--- config.mk ---
export PLATFORM = sky130hd
export DESIGN_NAME = dma_xfer_sequencer
export DESIGN_NICKNAME = d
export VERILOG_FILES = /design/src/rtl/dma_seq_pkg.sv /design/src/rtl/dma_seq_datapath.sv /design/src/rtl/dma_seq_control.sv /design/src/rtl/dma_xfer_sequencer.sv
export SDC_FILE = /design/constraint.sdc
export NUM_CORES = 1
export LEC_CHECK = 0
export BUFFER_PORTS_ARGS = -buffer_cell sky130_fd_sc_hd__clkbuf_2
export CORE_UTILIZATION = 40
export DETAILED_ROUTE_END_ITERATION = 10
export PLACE_DENSITY = 0.66
export SYNTH_ARGS = -nofsm -noshare
export SYNTH_HDL_FRONTEND = slang
export SYNTH_SLANG_ARGS = --single-unit
--- constraint.sdc ---
create_clock -name clk -period 5.1 [get_ports clk]
set_input_delay 0.255 -clock clk [delete_from_list [all_inputs] [get_ports clk]]
set_output_delay 0.255 -clock clk [all_outputs]
set_load 0.03 [all_outputs]
--- src/rtl/dma_seq_pkg.sv ---
package dma_seq_pkg;

  typedef enum logic [2:0] {
    PH_IDLE = 3'd0,
    PH_S1   = 3'd1,
    PH_S2   = 3'd2,
    PH_S3   = 3'd3,
    PH_S4   = 3'd4
  } seqPhase_e;

  // strobes from the control FSM to the address/count datapath
  typedef struct packed {
    logic load;     // capture a new service
    logic step;     // advance address and count at end of S4
    logic driveHi;  // present high byte on the data bus
    logic active;   // a service is running
  } seqCtl_t;

endpackage

--- src/rtl/dma_seq_datapath.sv ---
module dma_seq_datapath
  import dma_seq_pkg::*;
#(
  parameter int ADDR_W = 16,
  parameter int CNT_W  = 16,
  parameter int LO_W   = 8
) (
  input  logic              clk,
  input  logic              rstN,
  input  seqCtl_t           ctl,
  input  logic [ADDR_W-1:0] startAddr,
  input  logic              countDown,
  input  logic [CNT_W-1:0]  xferCount,
  input  logic              compressed,
  output logic [LO_W-1:0]   addrLo,
  output logic [ADDR_W-LO_W-1:0] dataOut,
  output logic [ADDR_W-LO_W-1:0] curHi,
  output logic              hiChange,
  output logic              lastXfer,
  output logic              dirQ,
  output logic              compQ
);

  localparam int HI_W = ADDR_W - LO_W;

  logic [ADDR_W-1:0] curAddr;
  logic [ADDR_W-1:0] nextAddr;
  logic [CNT_W-1:0]  remCnt;

  assign nextAddr = dirQ ? (curAddr - ADDR_W'(1)) : (curAddr + ADDR_W'(1));

  always_ff @(posedge clk) begin
    if (!rstN) begin
      curAddr <= '0;
      remCnt  <= '0;
      dirQ    <= 1'b0;
      compQ   <= 1'b0;
    end else if (ctl.load) begin
      curAddr <= startAddr;
      remCnt  <= xferCount;
      dirQ    <= countDown;
      compQ   <= compressed;
    end else if (ctl.step) begin
      curAddr <= nextAddr;
      remCnt  <= remCnt - CNT_W'(1);
    end
  end

  assign curHi    = curAddr[ADDR_W-1:LO_W];
  assign hiChange = (nextAddr[ADDR_W-1:LO_W] != curAddr[ADDR_W-1:LO_W]);
  assign lastXfer = (remCnt == '0);

  assign addrLo  = ctl.active  ? curAddr[LO_W-1:0] : '0;
  assign dataOut = ctl.driveHi ? curAddr[ADDR_W-1:LO_W] : HI_W'(0);

endmodule

--- src/rtl/dma_seq_control.sv ---
module dma_seq_control
  import dma_seq_pkg::*;
(
  input  logic      clk,
  input  logic      rstN,
  input  logic      start,
  input  logic      hiChange,
  input  logic      lastXfer,
  input  logic      compQ,
  output seqCtl_t   ctl,
  output seqPhase_e phase,
  output logic      adStrobe,
  output logic      addrEn,
  output logic      rdStrobe,
  output logic      wrStrobe,
  output logic      tc
);

  seqPhase_e state, stateNext;

  always_comb begin
    stateNext = state;
    unique case (state)
      PH_IDLE: if (start) stateNext = PH_S1;
      PH_S1:   stateNext = PH_S2;
      PH_S2:   stateNext = compQ ? PH_S4 : PH_S3;
      PH_S3:   stateNext = PH_S4;
      PH_S4: begin
        if (lastXfer)      stateNext = PH_IDLE;
        else if (hiChange) stateNext = PH_S1;
        else               stateNext = PH_S2;
      end
      default: stateNext = PH_IDLE;
    endcase
  end

  always_ff @(posedge clk) begin
    if (!rstN) state <= PH_IDLE;
    else       state <= stateNext;
  end

  always_comb begin
    ctl.load    = (state == PH_IDLE) && start;
    ctl.step    = (state == PH_S4);
    ctl.driveHi = (state == PH_S1);
    ctl.active  = (state != PH_IDLE);
  end

  assign phase    = state;
  assign adStrobe = (state == PH_S1);
  assign addrEn   = (state != PH_IDLE);
  assign wrStrobe = (state == PH_S4);
  assign rdStrobe = (state == PH_S4) ||
                    (!compQ && ((state == PH_S2) || (state == PH_S3)));
  assign tc       = (state == PH_S4) && lastXfer;

endmodule

--- src/rtl/dma_xfer_sequencer.sv ---
module dma_xfer_sequencer
  import dma_seq_pkg::*;
#(
  parameter int ADDR_W = 16,
  parameter int CNT_W  = 16,
  parameter int LO_W   = 8
) (
  input  logic                   clk,
  input  logic                   rstN,
  input  logic                   start,
  input  logic [ADDR_W-1:0]      startAddr,
  input  logic                   countDown,
  input  logic [CNT_W-1:0]       xferCount,
  input  logic                   compressed,
  output logic [2:0]             phase,
  output logic [LO_W-1:0]        addrLo,
  output logic [ADDR_W-LO_W-1:0] dataOut,
  output logic                   adStrobe,
  output logic                   addrEn,
  output logic                   rdStrobe,
  output logic                   wrStrobe,
  output logic                   tc
);

  localparam int HI_W = ADDR_W - LO_W;

  seqCtl_t   ctl;
  seqPhase_e phaseE;
  logic      hiChange, lastXfer, dirQ, compQ;
  logic [HI_W-1:0] curHi;

  dma_seq_control u_ctl (
    .clk      (clk),
    .rstN     (rstN),
    .start    (start),
    .hiChange (hiChange),
    .lastXfer (lastXfer),
    .compQ    (compQ),
    .ctl      (ctl),
    .phase    (phaseE),
    .adStrobe (adStrobe),
    .addrEn   (addrEn),
    .rdStrobe (rdStrobe),
    .wrStrobe (wrStrobe),
    .tc       (tc)
  );

  dma_seq_datapath #(
    .ADDR_W (ADDR_W),
    .CNT_W  (CNT_W),
    .LO_W   (LO_W)
  ) u_dp (
    .clk        (clk),
    .rstN       (rstN),
    .ctl        (ctl),
    .startAddr  (startAddr),
    .countDown  (countDown),
    .xferCount  (xferCount),
    .compressed (compressed),
    .addrLo     (addrLo),
    .dataOut    (dataOut),
    .curHi      (curHi),
    .hiChange   (hiChange),
    .lastXfer   (lastXfer),
    .dirQ       (dirQ),
    .compQ      (compQ)
  );

  assign phase = phaseE;

endmodule

==> out/metrics.yaml, run 1 <==
die_area_mm2: 0.00762
finalNonFillerCells: 519
power_mw: 0.991
grt_usage_pct: 20.4
setup_viol_count_final: 0
fin_nets: 475
postCtsResizedCells: 0
synth.area.top_cells: "dfxtp_1 25%, ha_1 6.5%, a21oi_1 4.6%"
drt_iter0_drc: 111
skew_ns: 0.00483
drv_cap: 0
synth_edf_count: 0
hold_class: "in2reg"
antenna_found_initial: 0
setup_tns_ns: 0
seq_area_um2: 741
crit_path_end_kind: "flip-flop"
synth_largest_area_cell: "dfxtp_1"
dr.pass1.iters: 4
syn-cell-area_mm2: 0.00291
drc_errors: 0
critPathMaxFanout: 20
p_leak_nw: 1.38
drv_slew: 0
syn_inst: 374
worst_slew_pin_slew_ns: 0.874
power.density_mw_per_mm2: 294
cts.htree.levels: 2
critPathKind: "reg2reg"
ant_nets: 0
grt_first_pass_wirelength_um: 12200
dpl.cell_count: 511
synth_top_area_share_pct: 25.5
ios: 61
hold_viol_final: 0
syn-num-nets: 427
fillers: 757
routedWlPerCell_um: 14.7
postCtsSetupBuffers: 0
status: "finished, final reports clean"
min_period_ns: 3.48
grt_max_degree: 33
vias_per_cell: 5.58
multiInputGateArea_mm2: 0.00202
maxSlewHeadroom_pct: 41.7
yosys_warnings: 0
cts_buffers: 5
grt_pass1_vias: 2612
start_util_pct: 42.1
drive_above_1_share_pct: 20.6
required_ns: 5.29
die_h_um: 87.3
clockRootBuffer: "clkbuf_8"
std_cell_rows: 30
area_growth_pct: 15.8
dieWidth_um: 87.3
routed_wl_um: 7660
cts_tree: "yes"
vias: 2894
start_kind: "flip-flop"
max_freq_mhz: 287
rsz0062_at_grt: "false"
ir_drop_mv: 0.115
clock_latency_ns: 0.30
worstPathArrival_ns: 3.67
clkTransAtPathRegs_ns: 0.08
avgSynthCellArea_um2: 7.78
clk_path_buf_depth: 2
synth.ff_latch_count: 37
globalRouteOverflowTotal: 0
hold_buffers: 0
synthFlopType: "dfxtp_1"
n_antenna_cell: 0
dp_hpwl_um: 5520
min_period_over_period_pct: 68.3
core_area_mm2: 0.00691
synthDistinctLibCells: 60
seq_area_frac_synth_pct: 25.5
gp_routability_congestion: 0.930
numPortBuffers: 60
cts.sinks: 37
synthArstFlopShare_pct: 0
[report_power, final]
group	total, mW	switching (mW)	internal, mW
Combinational	0.357	0.212	0.145
Clock	0.278	0.119	0.159
Sequential	0.356	0.0368	0.319
[routing by layer]
layer | vias up | routed length [µm] | track usage (%)
met1 | 1332 | 3720 | 27.5
met5 | - | 0 | 0
met4 | 0 | 95 | 6.41
met2 | 66 | 3540 | 33.8
met3 | 8 | 306 | 2.75
li1 | 1488 | - | -
[cell usage after synthesis, drive strengths merged (2+ instances only)]
cell / number
a211oi: 4
a21boi: 16
a21o: 4
a21oi: 28
a221oi: 4
a22oi: 14
a311oi: 2
a31o: 2
a31oi: 11
and2: 17
and3: 4
and4: 2
clkbuf: 21
dfxtp: 37
ha: 15
inv: 10
mux2i: 4
nand2: 28
nand3: 11
nand3b: 2
nand4: 5
nor2: 28
nor2b: 11
nor3: 10
nor4: 4
nor4b: 2
o211ai: 8
o21ai: 20
o221a: 2
o311ai: 5
o31ai: 3
or2: 3
or3: 5
or4: 3
xnor2: 12
xor2: 4
[final timing paths]
kind,start,endpoint,slack (ns),cells after the start
worst max-delay path,u_dp.dirQ,u_ctl.phase[0],1.62,8
worst min-delay path,compressed,u_dp.compQ,0.18,3
worst max register to register,u_dp.dirQ,u_ctl.phase[0],1.62,8
worst min register to register,u_dp.remCnt[0],u_dp.remCnt[0],0.49,2
[logic make-up after synthesis]
family          count (synthesis)  synth area share (%)
xor+xnor                       17                  5.59
simple gates                  140                  25.5
compound gates                127                  30.0
fa+ha+maj                      16                  7.14
mux                             4                  1.38
buf+inv                        33                  4.95
flops                          37                  25.5
[registers in the layout (all words and copies together), names as in the netlist]
register and cells:
u_ctl.phase 3, u_dp.compQ 1, u_dp.curAddr 16, u_dp.dirQ 1
u_dp.remCnt 16
[cells in the final DEF, fill, tap and decap left out, types with 6 or more instances in the layout]
cell type,n
and2_1,16
clkbuf_2,60
a31oi_1,11
ha_1,15
a22oi_1,14
nor2_1,28
dfxtp_1,37
o211ai_1,7
inv_1,9
nand2_1,28
nor2b_1,11
nand3_1,11
a21boi_0,16
nor3_1,10
a21oi_1,27
clkbuf_8,6
o21ai_0,20
xnor2_1,12
[area by class of cell]
| class | instances | share of cell area (%) |
|---|---|---|
| Multi-Input combinational cell | 304 | 60.1 |
| Sequential cell | 37 | 22.0 |
| Timing Repair Buffer | 63 | 9.58 |
| Tap cell | 96 | 3.56 |
| Clock buffer | 6 | 2.45 |
| Inverter | 11 | 1.23 |
| Clock inverter | 2 | 1.11 |
[per-stage QoR]
| step | hold slack [ns] | worst slack [ns] | instance area, µm² | util, % |
|---|---|---|---|---|
| global route | 0.183 | 1.37 | 3370 | 48.8 |
| floorplan | 0.391 | 2.02 | 2910 | - |
| detailed placement | 0.478 | 1.65 | 3250 | 47.0 |
| finish | 0.176 | 1.62 | 3370 | 48.8 |
| CTS | 0.171 | 1.65 | 3370 | 48.8 |
| global placement | 0.468 | 1.72 | 3250 | 47.0 |
[worst max-delay path, stage by stage, from the launching register on]
cell and delay [ns]:
dfxtp_1 0.90, ha_1 0.46, and3_2 0.28, a221oi_4 0.39, mux2i_1 0.33, a31o_2 0.19, o211ai_1 0.09, or4_1 0.52
o221a_1 0.22
Power figures use the tool's default switching activity.
==> inputs of run 2 (changes only) <==
--- a/config.mk
+++ b/config.mk
@@ -5,6 +5,7 @@
 export SDC_FILE = /design/constraint.sdc
 export NUM_CORES = 1
 export LEC_CHECK = 0
+export ABC_AREA = 1
 export BUFFER_PORTS_ARGS = -buffer_cell sky130_fd_sc_hd__clkbuf_2
 export CORE_UTILIZATION = 40
 export DETAILED_ROUTE_END_ITERATION = 10
==> constraint.sdc (replaced) <==
create_clock -name clk -period 3.25 [get_ports clk]
set_input_delay 0.1625 -clock clk [delete_from_list [all_inputs] [get_ports clk]]
set_output_delay 0.1625 -clock clk [all_outputs]
set_load 0.03 [all_outputs]
==> run 2 against run 1 <==
- design area up 12%
- area after synthesis is 10% higher
- worst hold slack lost 0.077 ns
- clock skew up 0.0027 ns
- register-to-register slack got worse by 0.81 ns
- synthesized cell count is 40% higher
- critical path depth rose by 8
- final cell count up 32%
- clock power increased by 81%
- combinational power grew to 3.3 times the previous value
- power is 130% higher
- sequential share of layout area down 2.3 points
- critical endpoint unchanged
==> out/metrics.yaml, run 2 <==
cts_tree: "yes"
power_mw: 2.30  # +130%
n_antenna_cell: 0  # unchanged
ys_top_cells_by_count: "166 x nand2_1, 80 x inv_1, 43 x nand3_1, 43 x nor2_1, 37 x dfxtp_1"
fillers: 847  # +12%
numPortBuffers: 60  # unchanged
holdPathStages: 3  # unchanged
synth_fa_ha_area_share_pct: 6.48  # -0.66 points
syn-num-nets: 576  # +35%
globalRouteOverflowTotal: 0  # unchanged
seq_area_um2: 741  # unchanged
synth_compound_area_share_pct: 11.1  # -19 points
muxShareOfSynthArea_pct: 0.312  # -1.1 points
postCtsSetupBuffers: 0  # unchanged
die_area_mm2: 0.00838  # +10%
grt_usage_pct: 21.5  # +1.1 points
cts_buffers: 5  # unchanged
core_area_mm2: 0.00773  # +12%
worst_slew_pin_slew_ns: 0.565  # -0.309 ns
final_core_util_pct: 48.6  # -0.16 points
die_h_um: 91.5  # +4.9%
rsz0062_at_grt: "false"
multiInputGateArea_mm2: 0.00209  # +3.1%
avgSynthCellArea_um2: 6.13  # -21%
layout_commonest_cell: "nand2_1"
drv_cap: 0  # unchanged
dp_hpwl_um: 6660  # +21%
routedWlPerCell_um: 12.5  # -16%
synth.ff_latch_count: 37  # unchanged
ios: 61  # unchanged
dr.pass1.iters: 5  # +1
grt_pass1_vias: 3341  # +28%
max_freq_mhz: 410  # +43%
required_ns: 3.44  # -1.85 ns
syn_inst: 523  # +40%
syn-cell-area_mm2: 0.00321  # +10%
maxSlewHeadroom_pct: 62.3  # +21 points
whs_ns: 0.0997  # -0.0765 ns
yosys_warnings: 0  # unchanged
synth_largest_area_cell: "dfxtp_1"
fin_nets: 636  # +34%
grt_max_degree: 29  # -12%
drt_iter0_drc: 123  # +11%
start_util_pct: 41.5  # -0.62 points
hold_buffers: 0  # unchanged
grt_first_pass_wirelength_um: 14700  # +20%
vias_per_cell: 4.96  # -11%
final_area_mm2: 0.00376  # +12%
setup_tns_ns: 0  # unchanged
min_period_over_period_pct: 75.0  # +6.8 points
area_growth_pct: 17.2
synth_edf_count: 0  # unchanged
r2r_cells: 16  # +8
postCtsResizedCells: 0  # unchanged
hold_class: "in2reg"
ir_drop_mv: 0.291  # +150%
drv_slew: 0  # unchanged
start_kind: "flip-flop"
worstPathArrival_ns: 2.63  # -1.04 ns
post-synth-top-count-cell: "nand2_1"
synth.area.top_cells: "dfxtp_1 23%, nand2_1 19%, inv_1 9.4%"
final_cell_mix: "166 x nand2_1, 80 x inv_1, 60 x clkbuf_2, 43 x nand3_1, 42 x nor2_1"
critPathKind: "reg2reg"
seq_area_frac_synth_pct: 23.1  # -2.4 points
min_period_ns: 2.44  # -1.04 ns
clockRootBuffer: "clkbuf_8"
synthXorXnorAreaFrac_pct: 5.07  # -0.52 points
synth_top_family_by_area: "simple AND/OR/NAND/NOR gates"
setup_viol_count_final: 0  # unchanged
antenna_found_initial: 0  # unchanged
clkTransAtPathRegs_ns: 0.08  # about the same
yosys.area_share.simple_pct: 42.1  # +17 points
std_cell_rows: 32  # +6.7%
drc_errors: 0  # unchanged
gp_routability_congestion: 0.932  # +0.24%
skew_ns: 0.00750  # +0.00266 ns
cts.htree.levels: 2  # unchanged
clock_latency_ns: 0.30  # about the same
synthArstFlopShare_pct: 0  # unchanged
synthDistinctLibCells: 38  # -37%
crit_path_end_kind: "flip-flop"
drive_above_1_share_pct: 19.2  # -1.4 points
placed_area_mm2: 0.00362  # +11%
critPathMaxFanout: 9  # -55%
synth_top_area_share_pct: 23.1  # -2.4 points
p_leak_nw: 1.92  # +39%
dieWidth_um: 91.5  # +4.9%
vias: 3402  # +18%
clk_path_buf_depth: 2  # unchanged
status: "finished, final reports clean"
ant_nets: 0  # unchanged
cts.sinks: 37  # unchanged
synthFlopType: "dfxtp_1"
hold_viol_final: 0  # unchanged
power.density_mw_per_mm2: 612  # +110%
routed_wl_um: 8540  # +12%
[run 2: cells by family after synthesis]
| group | count (synthesis) |
|---|---|
| AND/OR/NAND/NOR | 296 |
| XOR/XNOR | 17 |
| multiplexers | 1 |
| AO/OA/AOI/OAI | 57 |
| flip-flops | 37 |
| adder cells (fa/ha/maj) | 16 |
| buffers and inverters | 99 |
[run 2: area by class of cell]
cell class	instances	share of cell area [%]
tap	102	3.40
inverter	87	8.69
timing repair buffer	65	8.99
sequential	37	19.7
clock inverter	3	1.83
multi-input combinational	387	55.5
clock buffer	5	1.83
[run 2: metrics by stage]
stage          setup WS, ns  std cells
3_5_place_dp          0.820        678
4_1_cts               0.798        686
5_1_grt               0.510        686
2_1_floorplan         0.880        523
6_report              0.812        686
3_3_place_gp          0.914        678
[run 2: critical path, stage by stage (launching register included)]
cell	delay, ns
dfxtp_1	0.56
buf_4	0.25
ha_1	0.32
nand2_2	0.11
inv_1	0.04
nand2_1	0.05
nand2_1	0.09
a21oi_1	0.22
nand2_1	0.10
nand2_1	0.08
nand3_1	0.07
nand2_1	0.07
nand2_1	0.06
nor2_2	0.09
nand2_1	0.06
nand2_1	0.08
a21oi_2	0.05
[run 2: worst paths after layout]
path / startpoint / endpoint / slack, ns
max: u_dp.dirQ / u_ctl.phase[0] / 0.81
min: countDown / u_dp.dirQ / 0.1
max reg2reg: u_dp.dirQ / u_ctl.phase[0] / 0.81
min reg2reg: u_dp.compQ / u_dp.compQ / 0.49
[run 2: per-layer routing]
layer / global-route usage, % / share of wire [%]
met1: 26.7 / 47
met5: 0 / 0
met3: 3.35 / 3.1
met2: 39.0 / 49
met4: 4.23 / 0.83
[run 2: report_power, final]
| part | internal [mW] | leakage [nW] | total, mW | switching [mW] |
|---|---|---|---|---|
| Combinational | 0.414 | 1.55 | 1.17 | 0.761 |
| Clock | 0.309 | 0.0687 | 0.502 | 0.192 |
| Sequential | 0.531 | 0.304 | 0.624 | 0.0926 |
| Total | 1.25 | 1.92 | 2.30 | 1.05 |
==> inputs of run 3 (changes only) <==
--- a/config.mk
+++ b/config.mk
@@ -9,7 +9,7 @@
 export BUFFER_PORTS_ARGS = -buffer_cell sky130_fd_sc_hd__clkbuf_2
 export CORE_UTILIZATION = 40
 export DETAILED_ROUTE_END_ITERATION = 10
-export PLACE_DENSITY = 0.66
+export PLACE_DENSITY = 0.68
 export SYNTH_ARGS = -nofsm -noshare
 export SYNTH_HDL_FRONTEND = slang
 export SYNTH_SLANG_ARGS = --single-unit
==> constraint.sdc (replaced) <==
create_clock -name clk -period 2 [get_ports clk]
set_input_delay 0.1 -clock clk [delete_from_list [all_inputs] [get_ports clk]]
set_output_delay 0.1 -clock clk [all_outputs]
set_load 0.03 [all_outputs]
==> run 3 against run 2 <==
- via count rose by 12%
- die area did not move
- combinational power rose by 140%
- sequential power rose by 65%
- non-clock buffer count rose by 53
- the flow now finishes with violations (setup timing)
- setup slack got worse by 1.0 ns
==> out/metrics.yaml, run 3 (synthesized netlist as in run 2, its figures left out) <==
max_freq_mhz: 456  # +11%
antenna_found_initial: 0  # unchanged
clock_latency_ns: 0.31  # about the same
clk_path_buf_depth: 2  # unchanged
numPortBuffers: 60  # unchanged
fin_ws_ns: -0.192  # -1.00 ns
crit_path_end_kind: "flip-flop"
std_cell_rows: 32  # unchanged
hold_viol_final: 0  # unchanged
vias: 3804  # +12%
skew_ns: 0.00565  # -0.00185 ns
start_kind: "flip-flop"
wl_met2_um: 5180  # +24%
hold_class: "in2reg"
required_ns: 2.23  # -1.21 ns
start_util_pct: 41.5  # unchanged
drv_slew: 0  # unchanged
rsz0062_at_grt: "true"
min_period_over_period_pct: 110  # +35 points
drc_errors: 0  # unchanged
setup_viol_count_final: 2  # +2
drive_above_1_share_pct: 40.3  # +21 points
layout_commonest_cell: "nand2_1"
ir_drop_mv: 0.447  # +54%
drt-met1-wl_um: 4280  # +6.2%
holdPathStages: 3  # unchanged
crit_slowest_cell: "dfxtp_4"
vias_per_cell: 5.15  # +3.8%
finalNonFillerCells: 739  # +7.7%
die_area_mm2: 0.00838  # unchanged
p_sw_share_pct: 46.3  # +0.85 points
gp_routability_congestion: 0.910  # -2.4%
dieWidth_um: 91.5  # unchanged
r2r_cells: 15  # -1
dpl.cell_count: 719  # +6.0%
cts_tree: "yes"
dr.pass1.iters: 4  # -1
globalRouteOverflowTotal: 0  # unchanged
violations: "setup timing"
critPathMaxFanout: 6  # -3
dp_hpwl_um: 6830  # +2.6%
fin_nets: 689  # +8.3%
whs_ns: 0.0365  # -0.0631 ns
r2r_slack_ns: -0.19  # -1.00 ns
n_antenna_cell: 0  # unchanged
ios: 61  # unchanged
drt_iter0_drc: 233  # +89%
hp-start: "xferCount[7]"
final_cell_mix: "125 x nand2_1, 73 x inv_1, 59 x clkbuf_2, 48 x buf_4, 36 x nand2_2"
holdPathEnd: "u_dp.remCnt[7]"
grt_first_pass_wirelength_um: 16300  # +11%
cts.htree.levels: 2  # unchanged
p_leak_nw: 2.32  # +21%
routed-wl-met3_um: 530  # +100%
final_core_util_pct: 61.1  # +13 points
intPower_mw: 2.42  # +93%
status: "complete, but fails checks"
routedWlPerCell_um: 14.0  # +12%
ant_nets: 0  # unchanged
routed_wl_um: 10300  # +21%
worst_slew_pin_slew_ns: 0.520  # -0.0449 ns
p_switching_mw: 2.09  # +100%
drv_cap: 0  # unchanged
comb_power_share_pct: 61.8  # +11 points
worstPathArrival_ns: 2.42  # -0.21 ns
grt_pass1_vias: 3738  # +12%
maxSlewHeadroom_pct: 65.0  # +2.7 points
top_layer: "met4"
critPathKind: "reg2reg"
r2r-end: "u_ctl.phase[1]"
die_h_um: 91.5  # unchanged
area_growth_pct: 47.3
power.density_mw_per_mm2: 955  # +56%
path_cells: "buf_12 > ha_4 > nand2_2 > inv_1 > nand2_1 > nand2_1 > a21oi_4 > nand2_2 > nand2_1 > nand3_1 > nand2_1 > nand2_2 > nor2_4 > nand3_2 > a21oi_2"
regToRegStartpoint: "u_dp.dirQ"
clock_power_share_pct: 15.4  # -6.4 points
p_seq_share_pct: 22.8  # -4.3 points
clockRootBuffer: "clkbuf_8"
clkTransAtPathRegs_ns: 0.08  # about the same
slowest_delay_ns: 0.46  # -0.10 ns
cts.sinks: 37  # unchanged
cts_buffers: 5  # unchanged
grt_usage_pct: 24.6  # +3.1 points
core_area_mm2: 0.00773  # unchanged
grt_max_degree: 29  # unchanged
crit_top_cell: "nand2_1"
min_period_ns: 2.19  # -0.246 ns
hold_buffers: 0  # unchanged
run 3: cell types whose count changed in the layout (fill, tap and decap cells not counted), moves of 12 or more:
cell / before / now
buf_4: 5 / 48
nand2_1: 166 / 125
nand2_2: 7 / 36
ha_1: 15 / 1
ha_4: 0 / 14
nand3_1: 43 / 30
nand2_4: 0 / 12
run 3: per-stage QoR:
| step | instance area, µm² | setup WS, ns | total power, mW | setup TNS [ns] |
|---|---|---|---|---|
| floorplan | 3220 | 0.0153 | 2.49 | 0 |
| global placement | 3940 | -0.158 | 3.16 | -0.298 |
| detailed placement | 3940 | -0.202 | 3.20 | -0.391 |
| CTS | 4500 | -0.0490 | 4.26 | -0.0922 |
| global route | 4720 | -0.320 | 4.82 | -0.641 |
| finish | 4720 | -0.192 | 4.51 | -0.340 |
run 3: worst max-delay path, delay by kind of cell, from the launching register on:
family	cells	cell delay [ns]
adder cells (fa/ha/maj)	1	0.23
flip-flops	1	0.46
buffers and inverters	2	0.22
AO/OA/AOI/OAI	2	0.33
AND/OR/NAND/NOR	10	0.88
run 3: area by class of cell:
class / instances / area (µm²)
clock buffers: 6 / 72.6
clock inverters: 2 / 38.8
fillers: 688 / 3000
inverters: 87 / 329
multi-input cells: 387 / 2610
flip-flops and latches: 37 / 746
well taps: 102 / 128
repair buffers: 118 / 797
run 3: timing repair:
| item | 4_1_cts | 5_1_grt |
|---|---|---|
| pin swaps | 35 | 32 |
| endpoints found under the setup margin | 3 | 19 |
| resized for setup | 73 | 65 |
| gates cloned | 0 | 0 |
| buffers inserted | 13 | 0 |
run 3: power groups by stage:
stage / Combinational, mW / Clock, mW / Sequential, mW
5_1_grt: 3.04 / 0.737 / 1.05
3_5_place_dp: 2.17 / 0 / 1.03
4_1_cts: 2.53 / 0.702 / 1.02
2_1_floorplan: 1.47 / 0 / 1.03
6_report: 2.79 / 0.696 / 1.03
3_3_place_gp: 2.13 / 0 / 1.03
run 3: metal layers:
metal	up-vias	global-route usage (%)
li1	1896	-
met1	1761	28.2
met2	116	43.3
met3	31	3.85
met4	0	13.5
met5	-	0
run 3: how the worst max path moves through the flow:
stage | depth (start not counted) | slack, ns | to | from
6_report | 15 | -0.19 | u_ctl.phase[1] | u_dp.dirQ
5_1_grt | 15 | -0.32 | u_ctl.phase[1] | u_dp.dirQ
4_1_cts | 15 | -0.05 | u_ctl.phase[0] | u_dp.dirQ
3_5_place_dp | 15 | -0.20 | u_ctl.phase[0] | u_dp.dirQ
3_3_place_gp | 15 | -0.16 | u_ctl.phase[0] | u_dp.dirQ
2_1_floorplan | 6 | 0.02 | tc | u_ctl.phase[2]
